**config.mk**
```make
export PLATFORM = sky130hd
export DESIGN_NAME = display_scanner
export DESIGN_NICKNAME = d
export VERILOG_FILES = /design/src/rtl/scan_pkg.sv /design/src/rtl/scan_seq.sv /design/src/rtl/digit_pick.sv /design/src/rtl/display_scanner.sv
export SDC_FILE = /design/constraint.sdc
export NUM_CORES = 1
export LEC_CHECK = 0
export ABC_AREA = 1
export BUFFER_PORTS_ARGS = -buffer_cell sky130_fd_sc_hd__buf_2
export CAP_MARGIN = 10
export CORE_ASPECT_RATIO = 0.9
export CORE_MARGIN = 3
export CORE_UTILIZATION = 45
export DETAILED_ROUTE_END_ITERATION = 10
export PLACE_DENSITY = 0.77
export SYNTH_ARGS = -nofsm -noshare
export SYNTH_HDL_FRONTEND = slang
export SYNTH_SLANG_ARGS = --single-unit
```
**constraint.sdc**
```tcl
create_clock -name clk -period 2.3 [get_ports clk]
set_input_delay 0.23 -clock clk [delete_from_list [all_inputs] [get_ports clk]]
set_output_delay 0.23 -clock clk [all_outputs]
set_load 0.02 [all_outputs]
```
**src/rtl/scan_pkg.sv**
```systemverilog
package scan_pkg;
  localparam int NUM_DIG = 6;
  localparam int BCD_W   = 4;
  localparam int SEG_W   = 7;
  localparam int SLOT_W  = 3;

  // seven-segment pattern, bit0 = a .. bit6 = g, active high
  function automatic logic [SEG_W-1:0] bcd_to_seg(input logic [BCD_W-1:0] d);
    logic [SEG_W-1:0] s;
    case (d)
      4'd0: s = 7'h3F;
      4'd1: s = 7'h06;
      4'd2: s = 7'h5B;
      4'd3: s = 7'h4F;
      4'd4: s = 7'h66;
      4'd5: s = 7'h6D;
      4'd6: s = 7'h7D;
      4'd7: s = 7'h07;
      4'd8: s = 7'h7F;
      4'd9: s = 7'h6F;
      default: s = '0;
    endcase
    return s;
  endfunction

  // twisted-ring state to slot number (0 = most significant digit)
  function automatic logic [SLOT_W-1:0] ring_to_slot(input logic [2:0] r);
    logic [SLOT_W-1:0] k;
    case (r)
      3'b000: k = 3'd0;
      3'b001: k = 3'd1;
      3'b011: k = 3'd2;
      3'b111: k = 3'd3;
      3'b110: k = 3'd4;
      3'b100: k = 3'd5;
      default: k = 3'd0;
    endcase
    return k;
  endfunction

  function automatic logic [2:0] ring_next(input logic [2:0] r);
    return {r[1:0], ~r[2]};
  endfunction
endpackage

```
**src/rtl/scan_seq.sv**
```systemverilog
module scan_seq
  import scan_pkg::*;
#(
  parameter int GAP_CYC = 3
) (
  input  logic              clk,
  input  logic              rst_n,
  input  logic              scan_tick,
  input  logic              hold_n,
  output logic [SLOT_W-1:0] slot,
  output logic              gap_on
);
  localparam int CNT_W = $clog2(GAP_CYC + 1) + 1;
  localparam logic [CNT_W-1:0] GAP_LOAD = CNT_W'(GAP_CYC);

  logic [2:0]       ring_q;
  logic [CNT_W-1:0] gap_q;

  always_ff @(posedge clk or negedge rst_n) begin
    if (!rst_n) begin
      ring_q <= 3'b000;
      gap_q  <= '0;
    end else if (!hold_n) begin
      ring_q <= 3'b000;
      gap_q  <= '0;
    end else if (scan_tick) begin
      ring_q <= ring_next(ring_q);
      gap_q  <= GAP_LOAD;
    end else if (gap_q != '0) begin
      gap_q <= gap_q - 1'b1;
    end
  end

  assign slot   = ring_to_slot(ring_q);
  assign gap_on = (gap_q != '0);
endmodule

```
**src/rtl/digit_pick.sv**
```systemverilog
module digit_pick
  import scan_pkg::*;
(
  input  logic [NUM_DIG*BCD_W-1:0] digits_i,
  input  logic [SLOT_W-1:0]        slot,
  input  logic                     lz_off,
  output logic [BCD_W-1:0]         bcd,
  output logic                     lead_zero
);
  logic [NUM_DIG-1:0] pre_zero;
  logic [NUM_DIG-1:0] sel;
  logic [BCD_W-1:0]   dig [NUM_DIG];

  for (genvar k = 0; k < NUM_DIG; k++) begin : g_slot
    assign dig[k] = digits_i[(NUM_DIG-1-k)*BCD_W +: BCD_W];
    assign sel[k] = (slot == SLOT_W'(k));
    if (k == 0) begin : g_first
      assign pre_zero[k] = (dig[k] == '0);
    end else begin : g_rest
      assign pre_zero[k] = pre_zero[k-1] && (dig[k] == '0);
    end
  end

  always_comb begin
    bcd = '0;
    for (int k = 0; k < NUM_DIG; k++) begin
      if (sel[k]) bcd = dig[k];
    end
  end

  assign lead_zero = !lz_off && !sel[NUM_DIG-1] && |(pre_zero & sel);
endmodule

```
**src/rtl/display_scanner.sv**
```systemverilog
module display_scanner
  import scan_pkg::*;
#(
  parameter int GAP_CYC = 3
) (
  input  logic                     clk,
  input  logic                     rst_n,
  input  logic                     scan_tick,
  input  logic                     hold_n,
  input  logic                     lz_off,
  input  logic [NUM_DIG*BCD_W-1:0] digits_i,
  output logic [NUM_DIG-1:0]       strobe_o,
  output logic [BCD_W-1:0]         bcd_o,
  output logic [SEG_W-1:0]         seg_o
);
  logic [SLOT_W-1:0] slot_q;
  logic              gap_on;
  logic              lead_zero;
  logic              seg_dark;

  scan_seq #(.GAP_CYC(GAP_CYC)) u_seq (
    .clk      (clk),
    .rst_n    (rst_n),
    .scan_tick(scan_tick),
    .hold_n   (hold_n),
    .slot     (slot_q),
    .gap_on   (gap_on)
  );

  digit_pick u_pick (
    .digits_i (digits_i),
    .slot     (slot_q),
    .lz_off   (lz_off),
    .bcd      (bcd_o),
    .lead_zero(lead_zero)
  );

  for (genvar k = 0; k < NUM_DIG; k++) begin : g_strobe
    assign strobe_o[NUM_DIG-1-k] = !gap_on && (slot_q == SLOT_W'(k));
  end

  assign seg_dark = gap_on || !hold_n || lead_zero;
  assign seg_o    = seg_dark ? '0 : bcd_to_seg(bcd_o);
endmodule

```
# Word level (Yosys, flattened, before mapping)
# Memories as Yosys holds them, arrays and structs flattened.
# Index checks and enable logic that the tools add are counted.
word_totals:
  register_bits: 6
  input_bits: 29
  rom_bits: 112
  word_cells: 59
  memories: 1
  output_inout_bits: 17
mem_list:
  columns: ["name", "depth", "width", "rd", "rd_clocked_by_memory_dff", "wr", "line", "source"]
  rows:
  - ["(name not given)", 16, 7, 1, 0, 0, "scan_pkg.sv:10", "case (d)"]
classes:
  reduce_logical: 28
  mux: 13
  add_sub_neg: 1
  bitwise: 2
  n_eq_ne: 12
op_table:
  columns: ["operator", "count"]
  rows:
  - ["4-bit logical NOT", 6]
  - ["4-bit 2-to-1 mux", 6]
  - ["3-bit equality test, second input constant", 5]
  - ["3-bit 2-to-1 mux", 5]
  - ["3-bit case mux with 5 select lines", 1]
  - ["1-bit logical AND", 13]
  - ["3-bit by 2-bit equality test with 1-bit output, second input constant", 3]
  - ["7-bit 2-to-1 mux", 1]
  - ["6-bit bitwise AND", 1]
  - ["3-bit by 1-bit equality test with 1-bit output, second input constant", 2]
  - ["6-bit OR reduction", 1]
  - ["1-bit logical NOT", 4]
  - ["3-bit logical NOT", 1]
  - ["3-bit by 2-bit inequality test with 1-bit output, second input constant", 1]
  - ["3-bit nonzero test", 1]
  - ["3-bit by 1-bit subtractor with 3-bit output, second input constant", 1]
  - ["1-bit logical OR", 2]
  - ["2-bit inequality test, second input constant", 1]
  - ["1-bit NOT", 1]

# Logic depth before layout (Yosys ltp)
# Gate-level depths: netlist of run 1.
depth:
  word_depth: 11
  depth_mapped: 16
  depth_no_buf: 15

# Modules after synthesis
# Synthesis of run 1 repeated with hierarchy kept, for this count alone.
hier_totals:
  hier_cells: 161
  area_unflattened_um2: 897.1
by_module_without_submodules:
  columns: ["module", "seq_area_each_um2", "n_inst", "cells_per_inst", "area_per_inst_um2"]
  rows:
  - ["scan_seq", 150.1, 1, 45, 342.8]
  - ["digit_pick", 0.0, 1, 65, 304.0]
  - ["display_scanner", 0.0, 1, 51, 250.2]

# Worst setup path before layout of run 1
# No wires, ideal clock.
synth_timing:
  path_kind: "flip-flop to output port"
  startpoint: "register u_seq.ring_q[0]"
  endpoint: "output port seg_o[3]"
  required_ns: 2.070
  path_buffers: 1
  arrival_ns: 2.045
  setup_slack_ns: 0.025
  path_stages_with_launch: 15
  cell_sequence: "dfrtp_1 -> buf_6 -> inv_2 -> nand2_4 -> nand3_1 -> nand2_1 -> nor2_1 -> o211ai_1 -> a21oi_1 -> inv_1 -> ha_1 -> nand3b_1 -> nand2_1 -> nor2_1 -> nor2_2"
synth_between:
  elab_chain_cells: 11
  elab_cells_between_ends: 26
  classes_between: "eq/ne: 10; mux: 8; bitwise: 1; reduce/logical: 6; memory: 1"
synth_lines:
  columns: ["item", "line", "source"]
  rows:
  - ["from (decl)", "scan_seq.sv:16", "logic [2:0] ring_q;"]
  - ["from (signal assigned)", "scan_seq.sv:27", "ring_q <= ring_next(ring_q);"]
  - ["3-bit equality test (tied with other cells)", "scan_pkg.sv:29", "case (r)"]
  - ["3-bit case mux with 5 select lines (*)", "scan_pkg.sv:29", null]
  - ["3-bit logical NOT", "digit_pick.sv:16", "assign sel[k] = (slot == SLOT_W'(k));"]
  - ["4-bit 2-to-1 mux (5 in a row)", "digit_pick.sv:27", "if (sel[k]) bcd = dig[k];"]
  - ["4-bit 2-to-1 mux (*)", "digit_pick.sv:27", null]
  - ["named net bcd_o[0]", "display_scanner.sv:13", "output logic [BCD_W-1:0] bcd_o,"]
  - ["memory read 16 x 7 bit (*)", null, null]
  - ["7-bit 2-to-1 mux (*)", "display_scanner.sv:43", "assign seg_o = seg_dark ? '0 : bcd_to_seg(bcd_o);"]
  - ["to (decl)", "display_scanner.sv:14", "output logic [SEG_W-1:0] seg_o"]
# Mark *: on every way through the listed nets, which the timed path passes. The rest lies on a longest branch.

# Worst setup path in the final report of run 1
layout_timing:
  startpoint: "register u_seq.ring_q[1]"
  endpoint: "output port seg_o[3]"
layout_between:
  elab_chain_cells: 11
  elab_cells_between_ends: 26
  classes_between: "eq/ne: 10; mux: 8; bitwise: 1; reduce/logical: 6; memory: 1"
layout_lines:
  columns: ["item", "line"]
  rows:
  - ["3-bit equality test (tied with other cells)", "scan_pkg.sv:29"]
  - ["3-bit case mux with 5 select lines (*)", "scan_pkg.sv:29"]
  - ["3-bit logical NOT", "digit_pick.sv:16"]
  - ["4-bit 2-to-1 mux (6 in a row)", "digit_pick.sv:27"]
  - ["memory read 16 x 7 bit", null]
  - ["7-bit 2-to-1 mux (*)", "display_scanner.sv:43"]
# Mark *: on every way between the ends. The rest lies on a longest branch, timed or not.

==> impl_results.md, run 1 <==
* Die Y at 51.8 µm
* Clock Skews at 0.00312 ns
* Final WL at 4150 µm
* Post-Synth XOR/XNOR Area at 0
* Io pins at 46
* Crit Path Max Fanout at 5
* Min-delay worst type: in2reg
* Wl on met1 at 1510 µm
* Cell with the most instances after synthesis: nor2_1
* Avg Inst Size Synth at 6.22 µm²
* Share of the synthesized area in the top cell type at 0.143
* H-tree depth at 1
* #FFs+latches synth at 6
* Met3 wire length at 429 µm
* Data required, critical path at 2.07 ns
* Crit start category: register
* Worst EP arrival at 2.28 ns
* Vias at 1457
* Drt first pass iters at 5
* Site row count at 15
* GP Congestion at 0.936
* Cell at the slowest stage of the critical path: dfrtp_2
* DIE AREA at 2950 µm²
* Reg clk slew, reported paths at 0.04 ns
* Least-Margin Pin Slew at 0.414 ns
* Antenna diodes at 0
* Mux contribution to synthesized area at 0
* Fin nets at 284
* Ys flop type: dfrtp_1
* VDD IR-drop max at 0.453 mV
* Top cells by area, synth: dfrtp_1 (14%), nor2_1 (11%), nand2_1 (9.6%)
* Pwr per Cell Area at 424 nW/µm²
* Drt initial violations at 89
* Synth Cell Area at 1050 µm²
* Clock root buffer: clkbuf_4
* Vias in the first global route at 1357
* Number of I/O port buffers at 45
* CP delay by family, top: simple AND/OR/NAND/NOR gates
* RSZ-0062 raised after global routing: yes
* DP Area at 1340 µm²
* CP bufs+invs at 3
* Instance count of the mapped netlist at 169
* Post-route cell area at 1700 µm²
* Outcome: finished with violations
* Post-synthesis compound-gate area fraction at 0.0964
* DRC errors left at 0
* Final worst slack at -0.206 ns
* Syn nets at 205
* Critical setup path kind: reg2out
* Post-synthesis adder-cell area fraction at 0.0833
* Largest family of logic cells by synthesized area: simple AND/OR/NAND/NOR gates
* Initial core utilization at 0.509
* Layout area overhead at 62.0%
* Initial antenna violation count at 0
* Via density per instance at 5.38
* Met2 wire len at 2080 µm
* Area leader, netlist: dfrtp_1
* Fmax achieved at 399 MHz
* Final setup fails at 7
* Max Cap Viol at 0
* Asr flop ratio synth at 1.00
* First-pass GRT wire length at 6020 µm
* Routed len/inst at 15.3 µm
* Setup TNS at -0.879 ns
* Leakage at 0.932 nW
* Final Util at 0.825
* Critical path, cell by cell: nand2_4, inv_1, nand2_2, nor2_1, nor2_1, nand2_1, nand2_1, nand2_2, buf_6, ha_2, nand3b_1, nand2_1, nor2_1, nor2_2, buf_6
* Post-route ant nets at 0
* Largest net degree at the start of global routing at 10
* Worst rel slew slack at 0.717
* Setup crit end kind: output port
* Total CTS buffers at 3
* Die W at 56.9 µm
* HPWL after detailed placement at 2730 µm
* Register area share after synthesis at 0.143
* Cell variety after synth at 29
* Crit-path max cell delay at 0.46 ns
* Final period utilization at 1.09
* EDFF count, synth at 0
* Layout cells sized above 1 at 0.602
* Overall power at 0.000721 W
* CTS tree: done
* Simple-Gate Fraction of Synth Area at 0.550
* GRT Overall Usage at 0.264
* Yosys warning total at 0
* # clock sinks at 6
* Core box area at 2060 µm²
* Clk buf depth at 2
* Top sig layer: met4
* Grt ovf at 0
* Slew Limit Fails at 0
* Clk_lat worst skew at 0.23 ns
* Hold Vio Cnt, Final at 0
* Final min period at 2.51 ns
* Top cells by count, synth: nor2_1 (30), nand2_1 (27), inv_1 (19)
* Failing checks: setup timing
path summary, 6_finish.rpt:
kind | depth (start not counted) | to | startpoint | slack [ns]
worst min register to register | 2 | u_seq.gap_q[0] | u_seq.gap_q[0] | 0.56
min in group asynchronous | 2 | u_seq.ring_q[1] | rst_n | 0.36
worst max-delay path | 15 | seg_o[3] | u_seq.ring_q[1] | -0.21
max in group asynchronous | 2 | u_seq.ring_q[0] | rst_n | 1.79
worst min-delay path | 3 | u_seq.ring_q[1] | hold_n | 0.26
worst max register to register | 5 | u_seq.gap_q[2] | u_seq.gap_q[0] | 0.55
worst reg2reg max path: cells and delay by family (launching register included):
family	cells	cell delay, ns
adders and majority gates	2	0.38
buffers and inverters	2	0.36
AOI/OAI and AO/OA	1	0.50
DFF	1	0.37
report_power, final:
| part | switching (W) | total, W | leakage, nW | internal [W] |
|---|---|---|---|---|
| clock network | 0.0000315 | 0.0000900 | 0.0138 | 0.0000586 |
| registers | 0.0000133 | 0.000129 | 0.0731 | 0.000116 |
| logic | 0.000284 | 0.000502 | 0.845 | 0.000218 |
| total | 0.000329 | 0.000721 | 0.932 | 0.000392 |
metal layers:
layer | global-route usage | up-vias
met2 | 0.452 | 104
li1 | - | 685
met4 | 0.139 | 0
met3 | 0.0571 | 18
met5 | 0 | -
met1 | 0.308 | 650
cell type report:
type,instances,area (µm²)
clock buffer,3,22.5
fill,127,362
inverter,25,96.3
multi-input combinational,134,848
sequential,6,154
tap,25,31.3
timing repair buffer,78,551
logic make-up (layout without fill, tap and decap cells):
family          Yosys count  in the layout
simple gates            110            110
compound gates           17             17
buf+inv                  29            106
fa+ha+maj                 7              7
flops                     6              6
flip-flops by register name, summed over array words and instances, names as in the netlist:
name	cells
u_seq.ring_q	3
u_seq.gap_q	3
cell usage in the layout, fill, tap and decap left out, types with 2 or more instances in the layout:
cell,instances
buf_2,38
buf_4,26
nor2_1,24
nand2_1,24
nor2_2,17
nand2_2,15
inv_1,14
buf_6,12
inv_2,9
nand3_1,8
nor2_4,6
a21oi_1,6
nand3_2,5
nand2_4,4
o21ai_0,4
ha_1,3
clkbuf_4,3
dfrtp_1,3
dfrtp_2,3
nand4_1,2
a21oi_2,2
nor3_1,2
ha_4,2
ha_2,2
through the flow:
stage	std cells	hold WS, ns	setup WS [ns]
CTS	261	0.253	-0.0628
global route	271	0.272	-0.324
finish	271	0.263	-0.206
floorplan	169	-0.0656	0.0254
detailed placement	244	0.0528	-0.0730
global placement	244	0.0505	0.0490
what timing repair did:
action	CTS	global route
pin swaps	9	18
hold endpoints to repair	6	0
hold buffers	1	0
setup buffers	13	10
gates resized for setup	21	26
endpoints found under the setup margin	7	7
Power figures use the tool's default switching activity.
==> inputs of run 2 (changes only) <==
- CORE_ASPECT_RATIO: 0.9 -> 0.6
==> run 2 against run 1 <==
  * The run still ends with setup timing left
  * Design area decreased by 1.9%
  * Sequential cell count unchanged
  * Core utilization decreased by 0.077 points
  * Wire length increased by 12%
  * Critical path type unchanged
  * Largest cell class unchanged
==> impl_results.md, run 2 (synthesis results as in run 1) <==
* Data required, critical path at 2.07 ns (about the same)
* Clk_lat worst skew at 0.23 ns (about the same)
* Fmax achieved at 382 MHz (-4.4%)
* Reg2reg end: u_seq.gap_q[2]
* Pwr per Cell Area at 479 nW/µm² (+13%)
* H-tree depth at 1 (unchanged)
* Crit path capture: seg_o[3]
* Final worst slack at -0.320 ns (-0.115 ns)
* # clock sinks at 6 (unchanged)
* Reg2Reg Depth at 5 (unchanged)
* HPWL after detailed placement at 2980 µm (+9.2%)
* Crit Path Max Fanout at 8 (+3)
* Site row count at 12 (-3)
* Reg-to-reg critical path startpoint: u_seq.gap_q[0]
* DRC errors left at 0 (unchanged)
* Final min period at 2.62 ns (+0.115 ns)
* Grt ovf at 0 (unchanged)
* Least-Margin Pin Slew at 0.326 ns (-0.0877 ns)
* Drt first pass iters at 5 (unchanged)
* Multi-input gate area at 841 µm² (-0.89%)
* Post-route ant nets at 0 (unchanged)
* Worst EP arrival at 2.39 ns (+0.11 ns)
* Die Y at 43.4 µm (-16%)
* GRT Overall Usage at 0.295 (+0.0313)
* Critical setup path kind: reg2out
* Layout area overhead at 58.9%
* FF-to-FF setup slack at 0.42 ns (-0.13 ns)
* Crit path launch: u_seq.ring_q[2]
* Placed cell count at 253 (+3.7%)
* Failing checks: setup timing
* RSZ-0062 raised after global routing: yes
* GP Congestion at 0.940 (+0.43%)
* Number of fill cells at 117 (-7.9%)
* Layout cells sized above 1 at 0.554 (-0.0479)
* Clock Skews at 0.00224 ns (-0.000876 ns)
* Initial antenna violation count at 0 (unchanged)
* Largest net degree at the start of global routing at 10 (unchanged)
* Clock root buffer: clkbuf_8
* Largest registers: u_seq.gap_q (3), u_seq.ring_q (3)
* Final WL at 4640 µm (+12%)
* Fin cells at 270 (-0.37%)
* Antenna diodes at 0 (unchanged)
* Vias at 1533 (+5.2%)
* Worst rel slew slack at 0.777 (+0.0599)
* VDD IR-drop max at 0.455 mV (+0.39%)
* Routed len/inst at 17.2 µm (+12%)
* Die W at 68.4 µm (+20%)
* Hold Vio Cnt, Final at 0 (unchanged)
* DIE AREA at 2970 µm² (+0.63%)
* Clk buf depth at 2 (unchanged)
* Slew Limit Fails at 0 (unchanged)
* Reg clk slew, reported paths at 0.04 ns (about the same)
* Number of I/O port buffers at 45 (unchanged)
* Leakage at 0.902 nW (-3.3%)
* Setup crit end kind: output port
* Io pins at 46 (unchanged)
* Drt initial violations at 217 (+140%)
* Outcome: finished with violations
* Most frequent cells in the layout: buf_2 (38), nor2_1 (29), nand2_1 (26)
* Fin nets at 280 (-1.4%)
* Max Cap Viol at 0 (unchanged)
* Crit start category: register
* Final Util at 0.824 (about the same)
* First-pass GRT wire length at 6560 µm (+9.0%)
* CTS tree: done
* Vias in the first global route at 1378 (+1.5%)
* Leading cell type in the layout, fill and taps excluded: buf_2
* Final setup fails at 7 (unchanged)
* Core box area at 2030 µm² (-1.8%)
* Initial core utilization at 0.519 (+0.00943)
* Via density per instance at 5.68 (+5.6%)
* Register cell area after layout at 154 µm² (unchanged)
* Final period utilization at 1.14 (+0.0498)
* Total CTS buffers at 3 (unchanged)
* Min-delay worst type: in2reg
* Overall power at 0.000801 W (+11%)
run 2: cell types whose count changed in the layout (fill, tap and decap cells not counted), moves of 3 or more:
cell | before | now
clkbuf_4 | 3 | 0
nor2_1 | 24 | 29
clkbuf_8 | 0 | 3
nand2_2 | 15 | 12
nor2_2 | 17 | 12
inv_2 | 9 | 6
run 2: routing by layer:
metal	track usage	part of all wire	wire length (µm)	up-vias
met5	0	0	0	-
li1	-	-	-	676
met2	0.442	0.42	1950	139
met1	0.416	0.40	1870	696
met4	0.0791	0.036	168	0
met3	0.0751	0.14	651	22
run 2: final cells by class:
class                           instances  share of cell area
Multi-Input combinational cell        134               0.503
Timing Repair Buffer                   74               0.300
Clock buffer                            3              0.0247
Inverter                               25              0.0592
Sequential cell                         6              0.0921
Tap cell                               28              0.0210
run 2: how the worst min path moves through the flow:
| stage | startpoint | endpoint | slack [ns] | cells after the start |
|---|---|---|---|---|
| floorplan | rst_n | u_seq.gap_q[0] | -0.07 | 0 |
| global placement | rst_n | u_seq.ring_q[1] | 0.06 | 1 |
| detailed placement | rst_n | u_seq.ring_q[1] | 0.06 | 1 |
| CTS | hold_n | u_seq.ring_q[1] | 0.28 | 3 |
| global route | hold_n | u_seq.ring_q[1] | 0.31 | 3 |
| finish | hold_n | u_seq.ring_q[1] | 0.29 | 3 |
run 2: metrics by stage:
stage	instance area (µm²)	hold slack [ns]	TNS (ns)	setup slack [ns]
3_3_place_gp	1390	0.0596	0	0.0318
5_1_grt	1670	0.309	-2.22	-0.408
6_report	1670	0.293	-1.63	-0.320
4_1_cts	1600	0.285	-0.298	-0.0692
2_1_floorplan	1050	-0.0656	0	0.0254
3_5_place_dp	1390	0.0636	-0.461	-0.139
run 2: timing repair:
item	4_1_cts	5_1_grt
hold endpoints to repair	6	0
setup endpoints to repair	7	7
resized for setup	27	11
pin swaps	17	8
buffers inserted	8	5
hold buffers	1	0
run 2: power by group:
part           internal [W]  total, W  switching [W]
logic              0.000212  0.000506       0.000294
registers          0.000116  0.000131      0.0000151
clock network      0.000113  0.000164      0.0000510
total              0.000441  0.000801       0.000360
run 2: worst max-delay path: stages, from the launching register on:
cell and delay [ns]:
dfrtp_2 0.49, nor2_2 0.06, nand2_2 0.08, inv_2 0.05, nand2_1 0.10, nand2_1 0.07
nor2_1 0.12, o211ai_1 0.12, a21oi_2 0.22, inv_2 0.10, ha_2 0.18, nand3b_1 0.16
nand2_1 0.11, nor2_1 0.07, nor2_2 0.10, buf_6 0.13
